===== config.mk =====
export PLATFORM = sky130hd
export DESIGN_NAME = cbus_arbiter
export DESIGN_NICKNAME = d
export VERILOG_FILES = /design/src/rtl/cbus_pkg.sv /design/src/rtl/cbus_slot_timer.sv /design/src/rtl/cbus_prio_gate.sv /design/src/rtl/cbus_contend.sv /design/src/rtl/cbus_arbiter.sv
export SDC_FILE = /design/constraint.sdc
export NUM_CORES = 1
export LEC_CHECK = 0
export CAP_MARGIN = 20
export CORE_UTILIZATION = 25
export CTS_CLUSTER_SIZE = 10
export DETAILED_ROUTE_END_ITERATION = 10
export DONT_BUFFER_PORTS = 1
export PLACE_DENSITY = 0.37
export SYNTH_ARGS = -nofsm -noshare
export SYNTH_HDL_FRONTEND = slang
export SYNTH_SLANG_ARGS = --single-unit

===== constraint.sdc =====
create_clock -name clk -period 4.1 [get_ports clk]
set_clock_uncertainty 0.1 [all_clocks]
set_input_delay 0.205 -clock clk [delete_from_list [all_inputs] [get_ports clk]]
set_output_delay 0.205 -clock clk [all_outputs]
set_load 0.05 [all_outputs]

===== src/rtl/cbus_pkg.sv =====
package cbus_pkg;
   // offsets inside the arbitration octet, octet sent bit 7 first
   localparam int FLAG_OFS = 2;   // octet bit 5
   localparam int ADDR_OFS = 3;   // octet bits 4 down to 2

   typedef enum logic [1:0] {
      ARB_IDLE    = 2'd0,
      ARB_CONTEND = 2'd1,
      ARB_OWN     = 2'd2
   } arb_state_e;
endpackage


===== src/rtl/cbus_slot_timer.sv =====
module cbus_slot_timer #(
   parameter int FRAME_BITS = 32,
   parameter int OCTET_POS  = 16,
   parameter int ADDR_W     = 3,
   localparam int PW = $clog2(FRAME_BITS),
   localparam int IW = $clog2(ADDR_W)
) (
   input  logic          clk,
   input  logic          rst,
   input  logic          frame_sync,
   output logic          at_flag,
   output logic          at_addr,
   output logic          addr_last,
   output logic [IW-1:0] addr_idx
);
   import cbus_pkg::*;

   localparam int FLAG_POS = OCTET_POS + FLAG_OFS;
   localparam int ADDR_POS = OCTET_POS + ADDR_OFS;
   localparam int ADDR_END = ADDR_POS + ADDR_W - 1;

   logic [PW-1:0] pos_q, pos;
   logic          synced, live;

   always_comb begin
      if (frame_sync)                       pos = '0;
      else if (pos_q == PW'(FRAME_BITS - 1)) pos = '0;
      else                                  pos = pos_q + 1'b1;
   end

   assign live = frame_sync | synced;

   always_ff @(posedge clk) begin
      if (rst) begin
         pos_q  <= '0;
         synced <= 1'b0;
      end else begin
         pos_q <= pos;
         if (frame_sync) synced <= 1'b1;
      end
   end

   assign at_flag   = live && (pos == PW'(FLAG_POS));
   assign at_addr   = live && (pos >= PW'(ADDR_POS)) && (pos <= PW'(ADDR_END));
   assign addr_last = live && (pos == PW'(ADDR_END));
   assign addr_idx  = IW'(pos - PW'(ADDR_POS));
endmodule


===== src/rtl/cbus_prio_gate.sv =====
module cbus_prio_gate #(
   parameter int FREE_FRAMES = 2,
   localparam int CW = $clog2(FREE_FRAMES + 1)
) (
   input  logic clk,
   input  logic rst,
   input  logic at_flag,
   input  logic line_in,
   input  logic release_i,
   output logic prio_ok
);
   logic          low_prio;
   logic [CW-1:0] free_cnt;
   logic          last_needed;

   assign last_needed = (free_cnt == CW'(FREE_FRAMES - 1));
   assign prio_ok     = !low_prio || (line_in && last_needed);

   always_ff @(posedge clk) begin
      if (rst) begin
         low_prio <= 1'b0;
         free_cnt <= '0;
      end else if (release_i) begin
         low_prio <= 1'b1;
         free_cnt <= '0;
      end else if (at_flag && low_prio) begin
         if (!line_in) begin
            free_cnt <= '0;
         end else if (last_needed) begin
            low_prio <= 1'b0;
            free_cnt <= '0;
         end else begin
            free_cnt <= free_cnt + 1'b1;
         end
      end
   end
endmodule


===== src/rtl/cbus_contend.sv =====
module cbus_contend #(
   parameter int ADDR_W        = 3,
   parameter bit MSB_FIRST     = 1'b1,
   parameter bit DEFAULT_OWNER = 1'b1,
   localparam int IW = $clog2(ADDR_W)
) (
   input  logic              clk,
   input  logic              rst,
   input  logic              at_flag,
   input  logic              at_addr,
   input  logic              addr_last,
   input  logic [IW-1:0]     addr_idx,
   input  logic              acc_req,
   input  logic [ADDR_W-1:0] dev_addr,
   input  logic              line_in,
   input  logic              prio_ok,
   output logic              line_out,
   output logic              own,
   output logic              release_o,
   output logic              dflt_hit
);
   import cbus_pkg::*;

   arb_state_e        state;
   logic              lost, lost_next, flag_free, my_bit, dflt_cond;
   logic [IW-1:0]     sel;
   logic [ADDR_W-1:0] obs_q, obs_full;

   generate
      if (MSB_FIRST) begin : g_msb
         assign sel = IW'(ADDR_W - 1) - addr_idx;
      end else begin : g_lsb
         assign sel = addr_idx;
      end
   endgenerate

   assign my_bit   = dev_addr[sel];
   assign obs_full = {obs_q[ADDR_W-2:0], line_in};
   assign own      = (state == ARB_OWN);

   generate
      if (DEFAULT_OWNER) begin : g_dflt
         assign dflt_cond = flag_free && !own && (&obs_full) && (&dev_addr);
      end else begin : g_no_dflt
         assign dflt_cond = 1'b0;
      end
   endgenerate

   assign lost_next = lost | (my_bit & ~line_in);
   assign release_o = at_flag && own && !acc_req;

   always_comb begin
      line_out = 1'b1;
      if (at_flag) begin
         if (own && acc_req) line_out = 1'b0;
      end else if (at_addr) begin
         if (own || (state == ARB_CONTEND && !lost)) line_out = my_bit;
      end
   end

   always_ff @(posedge clk) begin
      if (rst) begin
         state     <= ARB_IDLE;
         lost      <= 1'b0;
         flag_free <= 1'b0;
         obs_q     <= '0;
         dflt_hit  <= 1'b0;
      end else begin
         if (at_flag) begin
            flag_free <= line_in;
            lost      <= 1'b0;
            if (own) begin
               if (!acc_req) state <= ARB_IDLE;
            end else if (acc_req && line_in && prio_ok) begin
               state <= ARB_CONTEND;
            end else begin
               state <= ARB_IDLE;
            end
         end
         if (at_addr) begin
            obs_q <= obs_full;
            if (state == ARB_CONTEND && !lost && lost_next) lost <= 1'b1;
            if (addr_last) begin
               dflt_hit <= dflt_cond;
               if (state == ARB_CONTEND) state <= lost_next ? ARB_IDLE : ARB_OWN;
            end
         end
      end
   end
endmodule


===== src/rtl/cbus_arbiter.sv =====
module cbus_arbiter #(
   parameter int FRAME_BITS    = 32,
   parameter int OCTET_POS     = 16,
   parameter int ADDR_W        = 3,
   parameter int FREE_FRAMES   = 2,
   parameter bit MSB_FIRST     = 1'b1,
   parameter bit DEFAULT_OWNER = 1'b1
) (
   input  logic              clk,
   input  logic              rst,
   input  logic              frame_sync,
   input  logic              acc_req,
   input  logic [ADDR_W-1:0] dev_addr,
   input  logic              line_in,
   output logic              line_out,
   input  logic              stopgo_in,
   output logic              grant,
   output logic              dch_stop
);
   localparam int IW = $clog2(ADDR_W);

   generate
      if (ADDR_W < 2 || ADDR_W > 5) begin : g_bad_addr_w
         $error("cbus_arbiter: ADDR_W must lie in 2..5");
      end
      if (OCTET_POS + 8 > FRAME_BITS) begin : g_bad_octet
         $error("cbus_arbiter: arbitration octet exceeds frame");
      end
      if (FREE_FRAMES < 1) begin : g_bad_free
         $error("cbus_arbiter: FREE_FRAMES must be at least 1");
      end
   endgenerate

   logic          at_flag, at_addr, addr_last;
   logic [IW-1:0] addr_idx;
   logic          prio_ok, own, release_p, dflt_hit;

   cbus_slot_timer #(
      .FRAME_BITS(FRAME_BITS), .OCTET_POS(OCTET_POS), .ADDR_W(ADDR_W)
   ) u_timer (
      .clk(clk), .rst(rst), .frame_sync(frame_sync),
      .at_flag(at_flag), .at_addr(at_addr), .addr_last(addr_last),
      .addr_idx(addr_idx)
   );

   cbus_prio_gate #(.FREE_FRAMES(FREE_FRAMES)) u_prio (
      .clk(clk), .rst(rst), .at_flag(at_flag), .line_in(line_in),
      .release_i(release_p), .prio_ok(prio_ok)
   );

   cbus_contend #(
      .ADDR_W(ADDR_W), .MSB_FIRST(MSB_FIRST), .DEFAULT_OWNER(DEFAULT_OWNER)
   ) u_contend (
      .clk(clk), .rst(rst), .at_flag(at_flag), .at_addr(at_addr),
      .addr_last(addr_last), .addr_idx(addr_idx), .acc_req(acc_req),
      .dev_addr(dev_addr), .line_in(line_in), .prio_ok(prio_ok),
      .line_out(line_out), .own(own), .release_o(release_p),
      .dflt_hit(dflt_hit)
   );

   always_ff @(posedge clk) begin
      if (rst) begin
         grant    <= 1'b0;
         dch_stop <= 1'b1;
      end else begin
         if (frame_sync) grant <= own | dflt_hit;
         if (at_flag) dch_stop <= stopgo_in;
      end
   end
endmodule


; ---- After elaboration in Yosys (flattened, before gate mapping)
; Cells that the tools add are included.
[classes]
add_sub_neg = 4
multipliers = 0
div_mod_pow = 0
n_lt_le_gt_ge = 3
n_eq_ne = 6
shift = 0
muxes = 25
bitwise = 5
reduce_logical = 30
[ops]
columns = op, count
row1 = $mux W2, 9
row2 = $logic_and A1 B1 Y1, 16
row3 = $eq A5 B5 Y1 const B, 3
row4 = $mux W1, 13
row5 = $mux W5, 2
row6 = $reduce_and A3 Y1, 3
row7 = $reduce_bool A2 Y1, 3
row8 = $add A5 B1 Y5 const B, 1
row9 = $ge A5 B5 Y1 const B, 1
row10 = $le A5 B5 Y1 const B, 1
row11 = $eq A2 B1 Y1 const B, 2
row12 = $logic_not A1 Y1, 4
row13 = $lt A2 B3 Y1 const B, 1
row14 = $or A1 B1 Y1, 3
row15 = $add A2 B1 Y2 const B, 1
row16 = $bmux W1 S2, 1
row17 = $eq A2 B2 Y1 const B, 1
row18 = $logic_or A1 B1 Y1, 2
row19 = $reduce_and A2 Y1, 1
row20 = $reduce_or A2 Y1, 1
row21 = $sub A2 B2 Y2 const A, 1
row22 = $sub A2 B2 Y2 const B, 1
row23 = $and A1 B1 Y1, 1
row24 = $not A1 Y1, 1
[word_totals]
register_bits = 18
latch_bits = 0
mem_bits_rw = 0
romBits = 0
inputBits = 9
out_inout_bits = 3
elab_cells = 84
n_memories = 0

; ---- Logic depth before layout (Yosys ltp)
[logic_depth]
word_depth = 13
depth_mapped = 7
depth_no_buf = 7

; ---- Cells and area by module
; From an unflattened synthesis, not the netlist that was laid out.
[hier_totals]
hier_cells = 103
area_unflattened_um2 = 957.2
[by_module_without_submodules]
columns = mod, instances, cells_each, area_per_inst_um2, seq_area_each_um2
row1 = cbus_contend, 1, 43, 371.6, 140.1
row2 = cbus_slot_timer, 1, 39, 364.1, 120.1
row3 = cbus_prio_gate, 1, 14, 151.4, 60.1
row4 = cbus_arbiter, 1, 7, 70.1, 40.0

; ---- Least setup slack after synthesis
; Ideal clock, no wire load.
[synth_path]
path_kind = reg-to-output
startpoint = register u_timer.pos_q[0]
endpoint = output line_out
arrival_time_ns = 2.450
required_ns = 3.795
path_slack_ns = 1.345
stages_incl_launch_ff = 7
path_buffers = 0
path_cell_list = dfxtp_1 ha_1 and3_1 ha_1 or4_4 o211a_1 a32oi_1
[synth_between]
elab_chain_cells = 10
word_cells_on_any_way = 17
classes_between = 3 x add/sub / 2 x order compare / 2 x eq/ne / 7 x mux / 3 x reduce/logical
[synth_lines]
columns = element, line
row1 = start: declaration, cbus_slot_timer.sv:22  ; logic [PW-1:0] pos_q, pos;
row2 = start signal: assignment, cbus_slot_timer.sv:38  ; pos_q <= pos;
row3 = $add A5 B1 Y5 or $eq A5 B5 Y1 (tied branches), "cbus_slot_timer.sv:28, cbus_slot_timer.sv:27"
row4 = $mux W5 (*), cbus_slot_timer.sv:27  ; else if (pos_q == PW'(FRAME_BITS - 1)) pos = '0;
row5 = $mux W5 (*), cbus_slot_timer.sv:26  ; if (frame_sync) pos = '0;
row6 = $sub A2 B2 Y2, cbus_slot_timer.sv:46  ; assign addr_idx = IW'(pos - PW'(ADDR_POS));
row7 = $sub A2 B2 Y2, cbus_contend.sv:31  ; assign sel = IW'(ADDR_W - 1) - addr_idx;
row8 = $bmux W1 S2, cbus_contend.sv:37  ; assign my_bit = dev_addr[sel];
row9 = $mux W1 (implied by the code), cbus_contend.sv:37
row10 = $mux W1, cbus_contend.sv:57  ; if (own || (state == ARB_CONTEND && !lost)) line_out = my_bit;
row11 = $mux W1, cbus_contend.sv:56  ; end else if (at_addr) begin
row12 = $mux W1 (*), cbus_contend.sv:54  ; if (at_flag) begin
row13 = end: declaration, cbus_arbiter.sv:15  ; output logic line_out,
; Every way passes the cells marked *; elsewhere a longest branch is shown, timed or not. The select of a mux whose other input is x is not followed.

; ---- Worst setup path in the final report
; Ends and elaborated chain as after synthesis.

==> reports/qor.txt <==
status -> complete, but fails checks
violated checks -> hold timing
Critical R2R Capture -> u_contend.flag_free
Syn Area/Cell -> 8.947 um2
Reg clk slew, reported paths -> 0.08 ns
Reg2Reg Launch Point -> u_timer.pos_q[0]
Vert. Die Dim -> 63.59 um
# diodes -> 0
final HPWL from detailed placement -> 1715 um
gr ovfl total -> 0
drt first-iter violations -> 17
Synthesized Nets -> 117
Final min period -> 2.801 ns
DRC -> 0
Post-Syn Instances -> 106
flops & latches, synth -> 18
initial core utilization -> 25.91%
worst slew pin tran -> 0.5081 ns
Power Density -> 322.8 nW/um2
TritonCTS buffer count -> 3
Setup CP Type -> flip-flop to output pin
CTS Buffer Depth -> 2
most frequent cells in the layout -> dfxtp_1, nor2_1, nand3_1, nand2_1, mux2i_1
vias per cell -> 4.901
wire length per cell -> 14.98 um
Startpoint Class -> flip-flop
Hold WS -> -0.001844 ns
RSZ-0062 raised after global routing -> no
worst skew pair latency -> 0.26 ns
final worst path period share -> 68.31%
R2R setup slack -> 1.38 ns
critical path data arrival time -> 2.50 ns
Layout Utilization -> 29.94%
Async SR Flop Fraction -> 0%
die area -> 4044 um2
final WL -> 2412 um
crit end category -> output pin
dominant synthesized flop cell -> dfxtp_1
Crit path largest cell delay -> 0.40 ns
FF-to-FF path depth -> 8
vias in the first global route -> 816
CP max stage cell -> dfxtp_1
Peak VDD IR -> 0.1744 mV
Max Clk Rate -> 357.1 MHz
Worst Hold Depth -> 2
Final Hold Vio Count -> 1
synth-to-layout area growth -> 15.57%
crit path buf inv count -> 1
Register Area -> 360.3 um2
setup violators final -> 0
Slew HR -> 66.08%
H-tree depth -> 1
initial antenna violation count -> 0
num rows -> 22
Final Max Tran Viols -> 0
max-cap violations -> 0
Yosys top cell area share -> 37.99%
Post-synth EDFFs -> 0
Yosys cell types -> 41
CTS tree -> done
root buf cell -> clkbuf_8
cell family with most CP delay -> simple AND/OR/NAND/NOR gates
pin count of the biggest net entering global routing -> 11
I/O pin total -> 12
Worst Path Required -> 3.80 ns
Core Area -> 3661 um2
Worst Hold End -> dch_stop
cell taking the most area after synthesis -> dfxtp_1
Hold Startpoint -> stopgo_in
fin nets -> 125
commonest non-fill, non-tap cell in the layout -> dfxtp_1
Tot GR Track Use -> 13.16%
first-pass GRT wire length -> 4057 um
YS warnings -> 0
Critical Path Most Common Cell -> ha_1
Synth area leaders -> dfxtp_1, mux2i_1, nor2_1
antenna-violating nets left -> 0
multi-input logic area -> 558.0 um2
setup bufs post-CTS -> 0
Seq/Total Area, Yosys -> 37.99%
GPL Wtd Cong -> 0.7276
# port buffers -> 0
vias post-DR -> 789
DP Area -> 1001 um2
Mapped Area -> 948.4 um2
setup total negative slack -> 0 ns
die width -> 63.59 um
CTS Hold Bufs -> 4
Leak -> 0.4103 nW
Filler cells -> 397
drt pass-1 iters -> 4
worst-path fanout max -> 9
share of cells above drive strength 1 -> 8.850%
clock net sink count -> 18
crit path cell chain -> ha_1 > and3_1 > ha_1 > and4bb_1 > nand3_2 > nor2_1 > a32oi_1 > buf_4
Final Cell Area -> 1096 um2
Hold Crit Class -> primary input to flip-flop
CTS resizes -> 0
cell type report:
class	count	share of cell area [%]
inverters	4	1.370
multi-input cells	82	50.91
well taps	48	5.479
flip-flops and latches	18	32.88
repair buffers	5	4.338
clock buffers	4	5.023
synth_stat cells, types with 3 or more instances:
cell type	n
a21oi_1	4
nand2b_1	4
inv_1	3
nor2_1	12
dfxtp_1	18
nor2b_1	4
mux2i_1	5
nand2_1	7
nand3_1	7
metal layers:
layer  track usage [%]  routed length, um  part of all wire [%]  vias up
met5                 0                  0                     0        -
met4             5.114                 22                  0.91        0
met3             2.717                 55                   2.3        2
met2             21.28               1139                    47        6
met1             16.90               1194                    50      375
li1                  -                  -                     -      406
flip-flops by register name, indices dropped and copies added (netlist names), 2 cells and up:
| register | flops |
|---|---|
| u_contend.obs_q | 2 |
| u_timer.pos_q | 5 |
| u_prio.free_cnt | 2 |
| u_contend.state | 2 |
metrics by stage:
| step | power, mW | setup slack [ns] | hold slack [ns] | instances |
|---|---|---|---|---|
| after floorplan | 0.2020 | 1.345 | 0.1811 | 106 |
| after global placement | 0.2033 | 1.614 | 0.1782 | 153 |
| after detailed placement | 0.2030 | 1.578 | 0.1813 | 153 |
| after CTS | 0.3590 | 1.306 | 0.003890 | 161 |
| after global routing | 0.3686 | 1.131 | 0.01003 | 161 |
| final | 0.3538 | 1.299 | -0.001844 | 161 |
how the worst max path moves through the flow:
stage	cells past startpoint	startpoint	end	slack [ns]
2_1_floorplan	6	u_timer.pos_q[0]	line_out	1.34
3_3_place_gp	8	u_timer.pos_q[0]	line_out	1.61
3_5_place_dp	8	u_timer.pos_q[0]	line_out	1.58
4_1_cts	8	u_timer.pos_q[0]	line_out	1.31
5_1_grt	8	u_timer.pos_q[0]	line_out	1.13
6_report	8	u_timer.pos_q[0]	line_out	1.30
kinds of logic after synthesis:
| group | count (synthesis) | share of synthesized area (%) |
|---|---|---|
| buf+inv | 6 | 3.165 |
| simple gates | 50 | 29.29 |
| flops | 18 | 38.00 |
| mux | 5 | 5.277 |
| fa+ha+maj | 2 | 2.638 |
| compound gates | 22 | 18.87 |
| xor+xnor | 3 | 2.771 |
power breakdown:
part           switching [mW]  internal (mW)
combinational          0.0121        0.00976
sequential            0.00400          0.177
clock                  0.0657         0.0854
No activity file was read; power rests on OpenSTA's default activity.
